**config.mk**
```make
export PLATFORM = sky130hd
export DESIGN_NAME = regfile_2r1w
export DESIGN_NICKNAME = d
export VERILOG_FILES = /design/src/rtl/rf_pkg.sv /design/src/rtl/rf_wdec.sv /design/src/rtl/rf_word.sv /design/src/rtl/rf_rsel.sv /design/src/rtl/regfile_2r1w.sv
export SDC_FILE = /design/constraint.sdc
export NUM_CORES = 1
export LEC_CHECK = 0
export BUFFER_PORTS_ARGS = -buffer_cell sky130_fd_sc_hd__buf_2
export CORE_MARGIN = 1.5
export CORE_UTILIZATION = 49
export DETAILED_ROUTE_END_ITERATION = 12
export PLACE_DENSITY = 0.8
export SYNTH_ARGS = -nofsm -noshare
export SYNTH_HDL_FRONTEND = slang
export SYNTH_SLANG_ARGS = --single-unit
```
**constraint.sdc**
```tcl
create_clock -name clk -period 1 [get_ports clk]
set_input_delay 0 -clock clk [delete_from_list [all_inputs] [get_ports clk]]
set_output_delay 0 -clock clk [all_outputs]
set_load 0.02 [all_outputs]
```
**src/rtl/rf_pkg.sv**
```systemverilog
package rf_pkg;

   // Implementation choice for the read selectors.
   typedef enum logic [0:0] {
      RSEL_INDEX = 1'b0,   // indexed multiplexer
      RSEL_ANDOR = 1'b1    // decoded AND-OR reduction
   } rsel_style_e;

endpackage

```
**src/rtl/rf_wdec.sv**
```systemverilog
// One-hot write-select decoder, qualified by the global write strobe.
module rf_wdec #(
   parameter int NUM_REGS = 4,
   localparam int ADDR_W  = $clog2(NUM_REGS)
) (
   input  logic                en_i,
   input  logic [ADDR_W-1:0]   addr_i,
   output logic [NUM_REGS-1:0] sel_o
);

   for (genvar i = 0; i < NUM_REGS; i++) begin : g_sel
      assign sel_o[i] = en_i && (addr_i == ADDR_W'(i));
   end

   // never more than one register enabled
   always_comb begin
      a_r3_single_sel: assert ($onehot0(sel_o))
         else $error("write decoder enabled more than one register");
   end

endmodule

```
**src/rtl/rf_word.sv**
```systemverilog
// One storage word: asynchronous active-low clear, synchronous clock enable.
module rf_word #(
   parameter int DATA_W = 32
) (
   input  logic              clk,
   input  logic              rst_n,
   input  logic              ld_i,
   input  logic [DATA_W-1:0] d_i,
   output logic [DATA_W-1:0] q_o
);

   always_ff @(posedge clk or negedge rst_n) begin
      if (!rst_n) begin
         q_o <= '0;
      end else if (ld_i) begin
         q_o <= d_i;
      end
   end

   // held at zero during reset
   a_r1_cleared: assert property (@(posedge clk) !rst_n |-> q_o == '0)
      else $error("word not cleared under reset");

   // loaded word appears after the enabled edge
   a_r2_loaded: assert property (@(posedge clk) disable iff (!rst_n)
      ld_i |=> q_o == $past(d_i))
      else $error("word did not capture write data");

   // unselected word keeps its value
   a_r4_hold: assert property (@(posedge clk) disable iff (!rst_n)
      !ld_i |=> $stable(q_o))
      else $error("word changed without enable");

endmodule

```
**src/rtl/rf_rsel.sv**
```systemverilog
// Read selector; the construction is chosen by parameter.
module rf_rsel #(
   parameter int                  DATA_W   = 32,
   parameter int                  NUM_REGS = 4,
   parameter rf_pkg::rsel_style_e STYLE    = rf_pkg::RSEL_INDEX,
   localparam int                 ADDR_W   = $clog2(NUM_REGS)
) (
   input  logic [NUM_REGS-1:0][DATA_W-1:0] words_i,
   input  logic [ADDR_W-1:0]               addr_i,
   output logic [DATA_W-1:0]               data_o
);

   if (STYLE == rf_pkg::RSEL_INDEX) begin : g_index
      assign data_o = words_i[addr_i];
   end else begin : g_andor
      always_comb begin
         data_o = '0;
         for (int i = 0; i < NUM_REGS; i++) begin
            data_o = data_o | (words_i[i] & {DATA_W{addr_i == ADDR_W'(i)}});
         end
      end
   end

endmodule

```
**src/rtl/regfile_2r1w.sv**
```systemverilog
// Register file with two combinational read ports and one write port.
module regfile_2r1w #(
   parameter int                  DATA_W     = 32,
   parameter int                  NUM_REGS   = 4,
   parameter rf_pkg::rsel_style_e RSEL_STYLE = rf_pkg::RSEL_INDEX,
   localparam int                 ADDR_W     = $clog2(NUM_REGS)
) (
   input  logic              clk,
   input  logic              rst_n,
   input  logic [ADDR_W-1:0] rd_addr_a,
   output logic [DATA_W-1:0] rd_data_a,
   input  logic [ADDR_W-1:0] rd_addr_b,
   output logic [DATA_W-1:0] rd_data_b,
   input  logic              wr_en,
   input  logic [ADDR_W-1:0] wr_addr,
   input  logic [DATA_W-1:0] wr_data
);

   // elaboration-time parameter checks
   if (DATA_W < 1) begin : g_bad_width
      $error("DATA_W must be at least 1");
   end
   if (NUM_REGS < 2) begin : g_bad_depth
      $error("NUM_REGS must be at least 2");
   end
   if ((1 << ADDR_W) != NUM_REGS) begin : g_bad_pow2
      $error("NUM_REGS must be a power of two");
   end

   logic [NUM_REGS-1:0]             wr_sel;
   logic [NUM_REGS-1:0][DATA_W-1:0] word_q;

   rf_wdec #(.NUM_REGS(NUM_REGS)) u_wdec (
      .en_i   (wr_en),
      .addr_i (wr_addr),
      .sel_o  (wr_sel)
   );

   for (genvar i = 0; i < NUM_REGS; i++) begin : g_word
      rf_word #(.DATA_W(DATA_W)) u_word (
         .clk   (clk),
         .rst_n (rst_n),
         .ld_i  (wr_sel[i]),
         .d_i   (wr_data),
         .q_o   (word_q[i])
      );
   end

   rf_rsel #(.DATA_W(DATA_W), .NUM_REGS(NUM_REGS), .STYLE(RSEL_STYLE)) u_rsel_a (
      .words_i (word_q),
      .addr_i  (rd_addr_a),
      .data_o  (rd_data_a)
   );

   rf_rsel #(.DATA_W(DATA_W), .NUM_REGS(NUM_REGS), .STYLE(RSEL_STYLE)) u_rsel_b (
      .words_i (word_q),
      .addr_i  (rd_addr_b),
      .data_o  (rd_data_b)
   );

   // two ports on one register agree
   a_r6_ports_agree: assert property (@(posedge clk) disable iff (!rst_n)
      (rd_addr_a == rd_addr_b) |-> (rd_data_a == rd_data_b))
      else $error("read ports disagree on the same register");

endmodule

```
==> results.md, run 1 <==
- Outcome: complete, but fails checks
- Failing checks: negative setup slack
- Area occupied by multi-input gates: 0.00294 sq mm
- Mapped cell area: 0.00626 sq mm
- Power per cell area: 2130 mW/mm^2
- Num Clock Sinks: 128
- Die width: 116 um
- Total GRT Usage: 0.236
- Root Buffer: clkbuf_16
- Area of the core: 0.0125 sq mm
- Layout fillers: 786
- M2 GR Usage: 0.386
- Slowest stage cell, crit path: mux4_2
- Final HPWL DP: 9.23 mm
- Placed Instances: 622
- CP Class: reg2out
- Worst flop-to-flop path startpoint: g_word[3].u_word.q_o[15]
- Vias in the first global route: 4298
- Max reg flops: 128
- Regs by FF count: g_word.u_word.q_o: 128 flops
- Met3 usage: 0.0554
- Later-pin clock latency in the skew report: 0.41 ns
- Startpoint Class: flop
- Final WL: 14.9 mm
- Slew HR: 0.767
- Row Count: 41
- Antenna diode instance count: 0
- # setup viols final: 66
- Unrepaired setup endpoints after global routing: true
- DRC: 0
- Post-Route Skew: 0 ns
- Post-synthesis sequential area ratio: 0.512
- Reg with most FFs: g_word.u_word.q_o
- Vert. Die Dim: 116 um
- Pin count of the biggest net entering global routing: 36
- Reg area: 0.00320 sq mm
- Grt ovf: 0
- Initial antenna violation count: 0
- TritonCTS Buffers: 17
- Netlist cell types: 10
- Nets@finish: 561
- First-pass GRT wire length: 23.1 mm
- Final min period: 1.47 ns
- Syn-to-layout area delta: 39.6%
- Via count: 4023
- Worst-Margin Slew: 0.349 ns
- Hold Crit Class: in2async
- Fin util: 0.698
- Max clock buf depth: 2
- Syn_area_per_cell: 17.9 sq um
- Global route hottest layer: met2
- Final period util: 1.47
- Crit Path Max Fanout: 3
- Starting density of the core: 0.500
- Vias per cell: 5.71
- Boundary Pins: 105
- WL/cell: 21.2 um
- Yosys reg bits: 128
- Clock slew at reported path FFs: 0.05 ns
- Worst Path Required: 1.00 ns
- Setup ws final: -0.472 ns
- Cells after Synth: 350
- Reg2reg path depth: 4
- Max incr delay on CP: 0.50 ns
- GP Congestion: 0.731
- 1st-pass router iterations: 5
- Share of cells above drive strength 1: 0.690
- Crit path arrival time: 1.47 ns
- Yosys warning total: 0
- CTS tree: built
- Crit path cell chain: mux4_2 > buf_6
- Htree depth: 4
- Total power: 18.6 mW
- Fin cells: 705
- Port Buffers: 104
- Post-Synthesis Net Count: 391
- Die ar.: 0.0135 sq mm
- Max-slew violations: 0
- Critical path endpoint category: output pin
- Final antenna-violating net count: 0
- GR met1 Demand/Resource: 0.309
- Maximum capacitance violations: 0
- FMAX: 679 MHz
- VDD IR max: 1240 uV
- DR iter-0 viols: 310
- Cell leakage power: 3.74 nW
- Final Hold Fails: 0
- Worst setup startpoint: g_word[2].u_word.q_o[22]
[cells in the final DEF (no fill, tap or decap), types with 3 or more instances in the layout]
master / Yosys / routed
dfrtp_1: 128 / 128
mux2_2: 126 / 124
buf_6: 0 / 68
mux4_2: 64 / 64
buf_2: 13 / 39
dlygate4sd3_1: 0 / 33
buf_4: 7 / 20
clkbuf_16: 0 / 17
buf_12: 0 / 17
clkinv_2: 0 / 7
mux2_4: 0 / 3
bufinv_16: 0 / 3
[area by class of cell]
class / instances / share of cell area
Clock buffer: 20 / 0.0523
Clock inverter: 12 / 0.0160
Multi-Input combinational cell: 196 / 0.336
Sequential cell: 128 / 0.367
Tap cell: 172 / 0.0246
Timing Repair Buffer: 177 / 0.204
[where the power goes]
group / internal [mW] / total, mW / switching [mW]
Sequential: 6.18 / 6.88 / 0.701
Combinational: 3.29 / 5.52 / 2.23
Clock: 4.01 / 6.22 / 2.21
Total: 13.5 / 18.6 / 5.13
[synthesized netlist by cell type (all sizes together)]
library cell  count  area share
mux2            128        0.23
buf              26       0.022
dfrtp           128        0.51
nor3b             1      0.0020
nand3b            2      0.0024
nand3             1     0.00080
mux4             64        0.23
[critical path, delay by kind of cell (launching register included)]
family,cells,cell delay [ns]
buf+inv,1,0.15
mux,1,0.50
flops,1,0.41
[worst paths after layout]
kind / slack, ns / to
min in group clk: 0.24 / g_word[0].u_word.q_o[26]
hold reg to reg: 0.52 / g_word[2].u_word.q_o[25]
max in group asynchronous: 0.46 / g_word[3].u_word.q_o[19]
hold / removal: 0.04 / g_word[0].u_word.q_o[9]
setup reg to reg: -0.11 / g_word[3].u_word.q_o[15]
setup / recovery: -0.47 / rd_data_a[22]
[logic make-up (layout without fill, tap and decap cells)]
group / Yosys count / in the layout / share of synthesized area
mux: 192 / 192 / 0.461
flops: 128 / 128 / 0.512
buf+inv: 26 / 209 / 0.0224
simple gates: 4 / 4 / 0.00520
[routing by layer]
layer | share of wire | up-vias
met5 | 0 | -
li1 | - | 1733
met1 | 0.41 | 2124
met2 | 0.52 | 134
met4 | 0.020 | 0
met3 | 0.044 | 32
[per-stage QoR]
stage               hold slack, ns  instance area [sq um]  TNS, ns  setup WS (ns)
floorplan                   -0.296                   6260        0         0.0406
global placement           -0.0760                   7250   -11.11        -0.0987
detailed placement         -0.0741                   7250   -14.34         -0.151
CTS                         0.0304                   8630   -28.93         -0.488
global route                0.0747                   8730   -30.75         -0.505
finish                      0.0415                   8730   -28.35         -0.472
[repair_timing]
item                                   in CTS  in global routing
pin swaps                                   0                  0
gates resized for setup                   128                  7
endpoints found under the hold margin     256                  0
setup endpoints to repair                  64                 64
hold buffers                               33                  0
setup buffers                               8                 10
Power figures use the tool's default switching activity.
==> inputs of run 2 (changes only) <==
==> constraint.sdc (replaced) <==
create_clock -name clk -period 1.6 [get_ports clk]
set_input_delay 0 -clock clk [delete_from_list [all_inputs] [get_ports clk]]
set_output_delay 0 -clock clk [all_outputs]
set_load 0.02 [all_outputs]
==> run 2 against run 1 <==
Against the previous run: power down 41%; clock skew unchanged; critical path depth unchanged; clock power down 37%; core utilization down 5.9 points; sequential cell count unchanged; clock-buffer cell count down 1; final cell count down 4.4%; largest cell class unchanged; the run now ends clean; sequential share of layout area up 3.4 points; register-to-register slack better by 0.90 ns; sequential power down 37%.
==> results.md, run 2 (synthesized netlist as in run 1, its figures left out) <==
- Final WL: 14.0 mm (was 14.9 mm)
- Critical path endpoint category: output pin (unchanged)
- Num Clock Sinks: 128 (unchanged)
- Die width: 116 um (unchanged)
- Final period util: 0.929
- Nets@finish: 531 (was 561)
- Port Buffers: 104 (unchanged)
- Commonest non-fill, non-tap cell in the layout: dfrtp_1 (unchanged)
- Setup TNS: 0 ns (was -28.35 ns)
- Outcome: completed (was complete, but fails checks)
- Post-CTS Setup Bufs: 0 (was 8)
- DRC: 0 (unchanged)
- Vias in the first global route: 4235 (was 4298)
- Total GRT Usage: 0.222 (was 0.236)
- Hold Crit Class: in2async (unchanged)
- Hold slack: 0.140 ns (was 0.0415 ns)
- Area occupied by multi-input gates: 0.00293 sq mm (was 0.00294 sq mm)
- Regs by FF count: g_word.u_word.q_o: 128 flops (unchanged)
- Clock slew at reported path FFs: 0.05 ns (about the same)
- Reg with most FFs: g_word.u_word.q_o (unchanged)
- GP Congestion: 0.762 (was 0.731)
- Htree depth: 4 (unchanged)
- Reg area: 0.00320 sq mm (unchanged)
- # setup viols final: 0 (was 66)
- Area of the core: 0.0125 sq mm (unchanged)
- Boundary Pins: 105 (unchanged)
- Setup ws final: 0.114 ns (was -0.472 ns)
- Crit path arrival time: 1.49 ns (was 1.47 ns)
- Slew HR: 0.731 (was 0.767)
- Share of cells above drive strength 1: 0.667 (was 0.690)
- CP Class: reg2out (unchanged)
- WL/cell: 20.7 um (was 21.2 um)
- CTS tree: built (unchanged)
- Most frequent cells in the layout: 128 x dfrtp_1, 126 x mux2_2, 103 x buf_2 (was 128 x dfrtp_1, 124 x mux2_2, 68 x buf_6)
- Later-pin clock latency in the skew report: 0.40 ns (was 0.41 ns)
- Crit Path Max Fanout: 3 (unchanged)
- Worst-Margin Slew: 0.403 ns (was 0.349 ns)
- Power per cell area: 1360 mW/mm^2 (was 2130 mW/mm^2)
- First-pass GRT wire length: 22.1 mm (was 23.1 mm)
- Layout fillers: 918 (was 786)
- Total power: 10.9 mW (was 18.6 mW)
- Hold_buf cts: 33 (unchanged)
- Initial antenna violation count: 0 (unchanged)
- Syn-to-layout area delta: 27.8% (was 39.6%)
- Startpoint Class: flop (unchanged)
- CTS resizes: 0 (was 128)
- Root Buffer: clkbuf_16 (unchanged)
- TritonCTS Buffers: 17 (unchanged)
- Final Hold Fails: 0 (unchanged)
- 1st-pass router iterations: 4 (was 5)
- Unrepaired setup endpoints after global routing: false (was true)
- Die ar.: 0.0135 sq mm (unchanged)
- Dpl ws: 0.445 ns (was -0.151 ns)
- Final HPWL DP: 8.60 mm (was 9.23 mm)
- Maximum capacitance violations: 0 (unchanged)
- Worst Path Required: 1.60 ns (was 1.00 ns)
- Max-slew violations: 0 (unchanged)
- DR iter-0 viols: 164 (was 310)
- Cell leakage power: 3.41 nW (was 3.74 nW)
- Grt ovf: 0 (unchanged)
- FMAX: 673 MHz
- Vias per cell: 5.74 (was 5.71)
- Pin count of the biggest net entering global routing: 74 (was 36)
- Final antenna-violating net count: 0 (unchanged)
- Final min period: 1.49 ns
- Max clock buf depth: 2 (unchanged)
- Post-Route Skew: 0 ns (unchanged)
- Row Count: 41 (unchanged)
- VDD IR max: 757 uV (was 1240 uV)
- Via count: 3871 (was 4023)
- Max reg flops: 128 (unchanged)
- Starting density of the core: 0.500 (unchanged)
- Antenna diode instance count: 0 (unchanged)
- Vert. Die Dim: 116 um (unchanged)
==> run 2: changes by cell type in the layout (fill, tap and decap cells not counted), moves of 3 or more <==
cell | before | now
buf_12 | 17 | 10
mux2_4 | 3 | 0
buf_4 | 20 | 1
buf_2 | 39 | 103
buf_6 | 68 | 0
==> run 2: final cells by class <==
| type | count | share of cell area |
|---|---|---|
| multi-input combinational | 196 | 0.366 |
| timing repair buffer | 147 | 0.132 |
| tap | 172 | 0.0269 |
| clock inverter | 12 | 0.0210 |
| clock buffer | 19 | 0.0541 |
| sequential | 128 | 0.400 |
==> run 2: metal layers <==
layer / GRT usage / vias up / share of wire
li1: - / 1667 / -
met1: 0.282 / 2056 / 0.42
met2: 0.369 / 122 / 0.51
met3: 0.0533 / 26 / 0.045
met4: 0.0935 / 0 / 0.022
met5: 0 / - / 0
==> run 2: path summary, 6_finish.rpt <==
| kind | slack [ns] | cells past startpoint | endpoint | from |
|---|---|---|---|---|
| setup / recovery | 0.11 | 2 | rd_data_a[6] | g_word[3].u_word.q_o[6] |
| hold / removal | 0.14 | 3 | g_word[1].u_word.q_o[7] | rst_n |
| setup reg to reg | 0.79 | 1 | g_word[0].u_word.q_o[31] | g_word[0].u_word.q_o[31] |
| hold reg to reg | 0.52 | 1 | g_word[1].u_word.q_o[29] | g_word[1].u_word.q_o[29] |
| max in group asynchronous | 1.09 | 3 | g_word[0].u_word.q_o[11] | rst_n |
| min in group clk | 0.24 | 4 | g_word[0].u_word.q_o[27] | wr_addr[0] |
==> run 2: power by group <==
group / internal [mW] / leakage (nW) / switching (mW)
clock: 2.58 / 0.288 / 1.35
sequential: 3.86 / 1.51 / 0.455
combinational: 1.44 / 1.61 / 1.23
total: 7.88 / 3.41 / 3.03
==> run 2: critical path, cell delays in order (launching register included) <==
cell and delay [ns]:
dfrtp_1 0.39, mux4_2 0.51, buf_2 0.18
==> run 2: per-stage QoR <==
stage | utilization | cells | cell area, sq um
6_report | 0.639 | 674 | 8000
5_1_grt | 0.639 | 674 | 8000
4_1_cts | 0.639 | 674 | 8000
3_5_place_dp | 0.565 | 610 | 7070
3_3_place_gp | 0.565 | 610 | 7070
2_1_floorplan | - | 350 | 6260
